### config.mk
export PLATFORM = sky130hd
export DESIGN_NAME = refctr_selftest
export DESIGN_NICKNAME = d
export VERILOG_FILES = /design/src/rtl/refctr_pkg.sv /design/src/rtl/refctr_cycle_gen.sv /design/src/rtl/refctr_fail_log.sv /design/src/rtl/refctr_selftest.sv
export SDC_FILE = /design/constraint.sdc
export NUM_CORES = 1
export LEC_CHECK = 0
export ABC_AREA = 1
export CAP_MARGIN = 20
export CELL_PAD_IN_SITES_DETAIL_PLACEMENT = 0
export CELL_PAD_IN_SITES_GLOBAL_PLACEMENT = 1
export CORE_MARGIN = 2
export CORE_UTILIZATION = 30
export CTS_CLUSTER_DIAMETER = 50
export DETAILED_ROUTE_END_ITERATION = 8
export DONT_BUFFER_PORTS = 1
export HOLD_SLACK_MARGIN = 0.12
export PLACE_DENSITY = 0.67
export SKIP_CTS_REPAIR_TIMING = 1
export SLEW_MARGIN = 20
export SYNTH_ARGS = -nofsm -noshare
export SYNTH_HDL_FRONTEND = slang
export SYNTH_SLANG_ARGS = --single-unit
### constraint.sdc
create_clock -name clk -period 6 [get_ports clk]
set_input_delay 0.6 -clock clk [delete_from_list [all_inputs] [get_ports clk]]
set_output_delay 0.6 -clock clk [all_outputs]
set_load 0.005 [all_outputs]
### src/rtl/refctr_pkg.sv
package refctr_pkg;

  typedef enum logic [1:0] {
    OP_RONLY = 2'd0,
    OP_WRITE = 2'd1,
    OP_READ  = 2'd2,
    OP_CTEST = 2'd3
  } op_e;

  typedef enum logic [3:0] {
    ST_IDLE, ST_ROW, ST_CWR, ST_CRD, ST_PRE,
    ST_CBR_CAS, ST_CBR_RAS, ST_CT_PRE, ST_CT_RD, ST_CT_WR
  } step_e;

  typedef enum logic [2:0] {
    PH_IDLE, PH_INIT, PH_WRITE, PH_CTEST, PH_READ, PH_DONE
  } phase_e;

  typedef struct packed {
    logic ras_n;
    logic cas_n;
    logic we_n;
    logic oe_n;
    logic col_sel;
  } strobe_t;

  function automatic step_e first_step(op_e op);
    return (op == OP_CTEST) ? ST_CBR_CAS : ST_ROW;
  endfunction

  function automatic step_e next_step(op_e op, step_e s);
    step_e n;
    case (s)
      ST_ROW:     n = (op == OP_RONLY) ? ST_PRE : ((op == OP_WRITE) ? ST_CWR : ST_CRD);
      ST_CWR:     n = ST_PRE;
      ST_CRD:     n = ST_PRE;
      ST_CBR_CAS: n = ST_CBR_RAS;
      ST_CBR_RAS: n = ST_CT_PRE;
      ST_CT_PRE:  n = ST_CT_RD;
      ST_CT_RD:   n = ST_CT_WR;
      ST_CT_WR:   n = ST_PRE;
      default:    n = ST_IDLE;
    endcase
    return n;
  endfunction

  function automatic strobe_t decode(step_e s);
    strobe_t v;
    v.ras_n   = !(s inside {ST_ROW, ST_CWR, ST_CRD, ST_CBR_RAS, ST_CT_PRE, ST_CT_RD, ST_CT_WR});
    v.cas_n   = !(s inside {ST_CWR, ST_CRD, ST_CBR_CAS, ST_CBR_RAS, ST_CT_RD, ST_CT_WR});
    v.we_n    = !(s inside {ST_CWR, ST_CT_WR});
    v.oe_n    = !(s inside {ST_CRD, ST_CT_RD});
    v.col_sel =  (s inside {ST_CWR, ST_CRD, ST_CT_RD, ST_CT_WR});
    return v;
  endfunction

  function automatic op_e phase_op(phase_e p);
    op_e o;
    case (p)
      PH_WRITE: o = OP_WRITE;
      PH_CTEST: o = OP_CTEST;
      PH_READ:  o = OP_READ;
      default:  o = OP_RONLY;
    endcase
    return o;
  endfunction

  function automatic phase_e next_phase(phase_e p, logic round);
    phase_e n;
    case (p)
      PH_INIT:  n = PH_WRITE;
      PH_WRITE: n = PH_CTEST;
      PH_CTEST: n = PH_READ;
      PH_READ:  n = round ? PH_DONE : PH_WRITE;
      default:  n = PH_IDLE;
    endcase
    return n;
  endfunction

  // Fill bit of a pattern: background is the round number, inverse flips it.
  function automatic logic data_bit(logic round, logic inverse);
    return round ^ inverse;
  endfunction

  function automatic logic [1:0] fail_code(logic round, phase_e p);
    return {round, p == PH_READ};
  endfunction

endpackage

### src/rtl/refctr_cycle_gen.sv
module refctr_cycle_gen
  import refctr_pkg::*;
#(
  parameter int ROW_BITS = 10,
  parameter logic [ROW_BITS-1:0] TEST_COL = '0,
  parameter int T_RCD = 1,
  parameter int T_CAS = 2,
  parameter int T_RP  = 1,
  parameter int T_CSR = 1,
  parameter int T_CHR = 1,
  parameter int T_CP  = 1,
  parameter int T_WP  = 1
) (
  input  logic                clk,
  input  logic                rst_n,
  input  logic                go,
  input  op_e                 op,
  input  logic [ROW_BITS-1:0] row,
  output logic                ras_n,
  output logic                cas_n,
  output logic                we_n,
  output logic                oe_n,
  output logic [ROW_BITS-1:0] addr,
  output logic                idle,
  output logic                op_done,
  output logic                sample_ev
);

  function automatic int imax(int a, int b);
    return (a > b) ? a : b;
  endfunction

  localparam int TMAX = imax(imax(imax(T_RCD, T_CAS), imax(T_RP, T_CSR)),
                             imax(imax(T_CHR, T_CP), T_WP));
  localparam int TW = $clog2(TMAX + 1);

  function automatic logic [TW-1:0] step_len(step_e s);
    logic [TW-1:0] n;
    case (s)
      ST_ROW:                  n = TW'(T_RCD);
      ST_CWR, ST_CRD, ST_CT_RD: n = TW'(T_CAS);
      ST_PRE:                  n = TW'(T_RP);
      ST_CBR_CAS:              n = TW'(T_CSR);
      ST_CBR_RAS:              n = TW'(T_CHR);
      ST_CT_PRE:               n = TW'(T_CP);
      ST_CT_WR:                n = TW'(T_WP);
      default:                 n = TW'(1);
    endcase
    return n;
  endfunction

  step_e         step;
  op_e           cur_op;
  logic [TW-1:0] tmr;
  strobe_t       stb;
  logic          step_last;
  step_e         step_nx;

  assign step_last = (step != ST_IDLE) && (tmr == step_len(step) - TW'(1));
  assign step_nx   = next_step(cur_op, step);
  assign op_done   = step_last && (step_nx == ST_IDLE);
  assign sample_ev = step_last && (step inside {ST_CRD, ST_CT_RD});
  assign idle      = (step == ST_IDLE);

  always_ff @(posedge clk or negedge rst_n) begin
    if (!rst_n) begin
      step   <= ST_IDLE;
      cur_op <= OP_RONLY;
      tmr    <= '0;
    end else if (step == ST_IDLE) begin
      if (go) begin
        step   <= first_step(op);
        cur_op <= op;
        tmr    <= '0;
      end
    end else if (step_last) begin
      step <= step_nx;
      tmr  <= '0;
    end else begin
      tmr <= tmr + TW'(1);
    end
  end

  assign stb   = decode(step);
  assign ras_n = stb.ras_n;
  assign cas_n = stb.cas_n;
  assign we_n  = stb.we_n;
  assign oe_n  = stb.oe_n;
  assign addr  = stb.col_sel ? TEST_COL : row;

  // the column strobe always carries the fixed test column
  p_fixed_column_r3: assert property (@(posedge clk) disable iff (!rst_n)
    ($fell(cas_n) && !ras_n) |-> (addr == TEST_COL));

  // a CAS-before-RAS edge only appears inside a counter-test cycle
  p_cbr_in_ctest_r5: assert property (@(posedge clk) disable iff (!rst_n)
    ($fell(ras_n) && !cas_n) |-> (cur_op == OP_CTEST));

  // the modify write of a counter-test cycle follows straight after the check
  p_rmw_after_check_r5: assert property (@(posedge clk) disable iff (!rst_n)
    ($fell(we_n) && cur_op == OP_CTEST) |-> $past(sample_ev));

  // read data is taken only inside an open read window
  p_sample_window_r6: assert property (@(posedge clk) disable iff (!rst_n)
    sample_ev |-> (!ras_n && !cas_n && !oe_n && we_n));

endmodule

### src/rtl/refctr_fail_log.sv
module refctr_fail_log #(
  parameter int ROW_BITS = 10
) (
  input  logic                clk,
  input  logic                rst_n,
  input  logic                clear,
  input  logic                hit,
  input  logic [ROW_BITS-1:0] row_in,
  input  logic [1:0]          code_in,
  output logic                fail,
  output logic [ROW_BITS-1:0] fail_row,
  output logic [1:0]          fail_phase
);

  always_ff @(posedge clk or negedge rst_n) begin
    if (!rst_n) begin
      fail       <= 1'b0;
      fail_row   <= '0;
      fail_phase <= '0;
    end else if (clear) begin
      fail       <= 1'b0;
      fail_row   <= '0;
      fail_phase <= '0;
    end else if (hit && !fail) begin
      fail       <= 1'b1;
      fail_row   <= row_in;
      fail_phase <= code_in;
    end
  end

  // once set, the flag and the first location stay put until cleared
  p_first_fail_held_r8: assert property (@(posedge clk) disable iff (!rst_n)
    (fail && !clear) |=> (fail && $stable(fail_row) && $stable(fail_phase)));

endmodule

### src/rtl/refctr_selftest.sv
module refctr_selftest
  import refctr_pkg::*;
#(
  parameter int ROW_BITS = 10,
  parameter int DW       = 4,
  parameter int N_INIT   = 8,
  parameter logic [ROW_BITS-1:0] TEST_COL = ROW_BITS'(341),
  parameter int T_RCD = 1,
  parameter int T_CAS = 2,
  parameter int T_RP  = 1,
  parameter int T_CSR = 1,
  parameter int T_CHR = 1,
  parameter int T_CP  = 1,
  parameter int T_WP  = 1
) (
  input  logic                clk,
  input  logic                rst_n,
  input  logic                start,
  input  logic [DW-1:0]       rdata,
  output logic                ras_n,
  output logic                cas_n,
  output logic                we_n,
  output logic                oe_n,
  output logic [ROW_BITS-1:0] addr,
  output logic [DW-1:0]       wdata,
  output logic                busy,
  output logic                done,
  output logic                fail,
  output logic [ROW_BITS-1:0] fail_row,
  output logic [1:0]          fail_phase
);

  localparam logic [ROW_BITS-1:0] ROW_LAST  = '1;
  localparam logic [ROW_BITS-1:0] INIT_LAST = ROW_BITS'(N_INIT - 1);

  phase_e              phase;
  logic                round;
  logic [ROW_BITS-1:0] idx;
  logic [ROW_BITS-1:0] idx_last;
  logic                gen_idle, gen_done, sample_ev;
  logic                go, launch, mismatch;
  logic [DW-1:0]       exp_data;

  assign busy     = (phase != PH_IDLE) && (phase != PH_DONE);
  assign done     = (phase == PH_DONE);
  assign launch   = start && !busy;
  assign go       = busy && gen_idle;
  assign idx_last = (phase == PH_INIT) ? INIT_LAST : ROW_LAST;
  assign wdata    = {DW{data_bit(round, phase == PH_CTEST)}};
  assign exp_data = {DW{data_bit(round, phase == PH_READ)}};
  assign mismatch = sample_ev && (rdata != exp_data);

  always_ff @(posedge clk or negedge rst_n) begin
    if (!rst_n) begin
      phase <= PH_IDLE;
      round <= 1'b0;
      idx   <= '0;
    end else if (launch) begin
      phase <= PH_INIT;
      round <= 1'b0;
      idx   <= '0;
    end else if (gen_done) begin
      if (idx == idx_last) begin
        idx   <= '0;
        phase <= next_phase(phase, round);
        if (phase == PH_READ) round <= 1'b1;
      end else begin
        idx <= idx + 1'b1;
      end
    end
  end

  refctr_cycle_gen #(
    .ROW_BITS(ROW_BITS), .TEST_COL(TEST_COL),
    .T_RCD(T_RCD), .T_CAS(T_CAS), .T_RP(T_RP), .T_CSR(T_CSR),
    .T_CHR(T_CHR), .T_CP(T_CP), .T_WP(T_WP)
  ) u_gen (
    .clk(clk), .rst_n(rst_n), .go(go), .op(phase_op(phase)), .row(idx),
    .ras_n(ras_n), .cas_n(cas_n), .we_n(we_n), .oe_n(oe_n), .addr(addr),
    .idle(gen_idle), .op_done(gen_done), .sample_ev(sample_ev)
  );

  refctr_fail_log #(.ROW_BITS(ROW_BITS)) u_log (
    .clk(clk), .rst_n(rst_n), .clear(launch), .hit(mismatch),
    .row_in(idx), .code_in(fail_code(round, phase)),
    .fail(fail), .fail_row(fail_row), .fail_phase(fail_phase)
  );

  // a start while busy leaves the pass and its index untouched
  p_start_ignored_r1: assert property (@(posedge clk) disable iff (!rst_n)
    (busy && start && !gen_done) |=> (idx == $past(idx) && phase == $past(phase)));

  // busy and done never overlap
  p_busy_done_excl_r9: assert property (@(posedge clk) disable iff (!rst_n)
    !(busy && done));

  // completion is reached only from the read pass of the second round
  p_two_rounds_r7: assert property (@(posedge clk) disable iff (!rst_n)
    $rose(done) |-> ($past(round) && $past(phase) == PH_READ));

endmodule

==> summary.txt <==
fin crit share = 0.3920
P per Cell Area = 189.0 nW/um^2
largest net degree at the start of global routing = 36
# fillers = 793
post-route ant nets = 0
Synth Instances = 304
Tot Pwr = 0.4704 mW
Port-buffer cells = 0
worst hold-check path type = input port to async pin
via count = 1,969
crit-path cells = nor2_1 > nand2_1 > inv_1 > ha_1 > nor2_1 > nand4_1 > nand3_1 > nor2_1 > nand2_2 > nand2_2 > nand2_2 > o21ai_1
CP Capture Type = flip-flop
WL/cell = 14.49 um
Detailed Place HPWL = 4307 um
Top Ports = 40
setup slack, reg-to-reg = 3650 ps
Die Ht = 91.65 um
routed vias/inst = 4.898
clock latency on the worst-skew pair = 290 ps
# rows = 31
grt ovf = 0
Final setup viols = 0
1st-iter DRT viols = 122
Mapped Area = 2305 um^2
worst r2r src = phase[0]
H-tree levels = 2
vias in the first global route = 1,853
CTS tree = done
DR pass1 iterations = 4
CTS Sinks = 35
fin. max-slew vios = 0
global-route usage over all layers = 0.1471
total length of routed wires = 5823 um
die area = 8400 um^2
RSZ-0062 raised after global routing = false
Pleak = 1.241 nW
fraction of layout cells with a size suffix above 1 = 0.1716
initial core utilization = 0.3144
FMAX = 0.4252 GHz
run status = finished, final reports clean
antenna violations before repair = 0
Critical Path AT = 2520 ps
DRC Markers = 0
Max stage delay on crit path = 470 ps
clk_skew = 3.783 ps
Post-Synthesis Net Count = 314
sequential area share after synthesis = 0.3800
Tmin final = 2352 ps
RD Place Congestion = 0.7819
Mean Syn Cell Area = 7.581 um^2
slew margin rel. = 0.6118
R2R Path End = u_log.fail_row[9]
clk buf depth = 2
width of the die = 91.65 um
global-route wire length before repair = 9687 um
Distinct cells, synth = 31
Least-Margin Pin Slew = 580.2 ps
CP Max Fanout = 13
synthesis-to-layout area growth = 7.981%
MaxCap Viol Count = 0
Yosys Warn Count = 0
worst ir drop on vdd = 0.06815 mV
TritonCTS Buffers = 5
crit start category = flip-flop
slowest CP cell = dfrtp_1
most common cell after layout, fill and taps aside = nand2_1
Root Driver = clkbuf_8
Seq cells post-synth = 35
fin nets = 312
Final Hold Fails = 0
CP required = 6170 ps
Worst Reg2Reg Path Length in Cells = 12
antenna cells = 0
CORE AREA = 7331 um^2
Setup Crit Path Kind = flip-flop to flip-flop
most frequent cells in the layout = 60 x nand2_1, 35 x nor2_1, 35 x dfrtp_1
Final TNS setup = 0 ps
Clk pin slew, worst setup/hold paths = 80 ps
[per-stage QoR]
step           worst slack [ps]  area [um^2]  utilization  cells  hold WS (ps)
5_1_grt                    3372         2489       0.3395    402         133.8
3_5_place_dp               3645         2351       0.3207    393         306.0
4_1_cts                    3623         2469       0.3367    401        -20.08
3_3_place_gp               3738         2351       0.3207    393         305.9
6_report                   3648         2489       0.3395    402         131.2
2_1_floorplan              4108         2305            -    304         304.4
[state kept, by name, summed over array words and instances, names as in the netlist]
| name | count |
|---|---|
| idx | 10 |
| phase | 3 |
| round | 1 |
| u_gen.cur_op | 2 |
| u_gen.step | 4 |
| u_gen.tmr | 2 |
| u_log.fail | 1 |
| u_log.fail_phase | 2 |
| u_log.fail_row | 10 |
[how the worst max path moves through the flow]
stage	startpoint	end	slack, ps
after floorplan	phase[0]	u_log.fail_row[4]	4110
after global placement	phase[0]	u_log.fail_row[9]	3740
after detailed placement	phase[0]	u_log.fail_row[9]	3640
after CTS	phase[0]	u_log.fail_row[9]	3620
after global routing	phase[0]	u_log.fail_row[9]	3370
final	phase[0]	u_log.fail_row[9]	3650
[cell usage after synthesis]
master,number,share of area
a211oi_1,1,0.0033
a21oi_1,9,0.020
a21oi_4,1,0.0071
buf_2,2,0.0043
buf_4,4,0.013
buf_6,3,0.015
clkbuf_1,1,0.0016
dfrtp_1,35,0.38
ha_1,3,0.016
inv_1,33,0.054
inv_2,8,0.013
nand2_1,60,0.098
nand2_2,7,0.019
nand2_4,3,0.015
nand2_8,1,0.0087
nand3_1,28,0.061
nand3_2,3,0.013
nand3_4,1,0.0076
nand3b_1,1,0.0033
nand4_1,9,0.024
nor2_1,35,0.057
nor2_2,4,0.011
nor2_4,2,0.0098
nor2_8,1,0.0087
nor3_1,8,0.017
o21ai_0,11,0.024
o21ai_1,9,0.020
o21ai_2,11,0.042
o31ai_1,3,0.0098
or2_2,1,0.0027
xor2_1,6,0.023
[critical path, delay by kind of cell (launching register included)]
family | cells | cell delay, ps
flip-flops | 1 | 470
AND/OR/NAND/NOR | 9 | 1280
AO/OA/AOI/OAI | 1 | 90
adder cells (fa/ha/maj) | 1 | 250
buffers and inverters | 1 | 130
[metal layers]
layer | vias to the layer above | global-route usage | wire length (um)
li1 | 979 | - | -
met1 | 941 | 0.1981 | 2862
met2 | 41 | 0.2255 | 2580
met3 | 8 | 0.03533 | 249
met4 | 0 | 0.06061 | 131
met5 | - | 0 | 0
[area by class of cell]
type / instances / area [um^2] / share of cell area
Clock buffer: 6 / 82.58 / 0.03318
Clock inverter: 2 / 35.03 / 0.01408
Inverter: 41 / 153.9 / 0.06184
Multi-Input combinational cell: 218 / 1197 / 0.4811
Sequential cell: 35 / 875.8 / 0.3519
Tap cell: 99 / 123.9 / 0.04977
Timing Repair Buffer: 1 / 20.02 / 0.008044
[report_power, final]
group / switching (mW) / leakage [nW] / internal (mW)
clock: 0.0935 / 0.0612 / 0.135
sequential: 0 / 0.464 / 0.236
combinational: 0.00496 / 0.715 / 0.00166
[cells by family (layout without fill, tap and decap cells)]
group,Yosys count,in the layout,synth area share
simple gates,164,164,0.3556
buf+inv,51,50,0.1004
compound gates,45,45,0.1249
flops,35,35,0.3800
xor+xnor,6,6,0.02280
fa+ha+maj,3,3,0.01629
(Power assumes the default switching activity.)
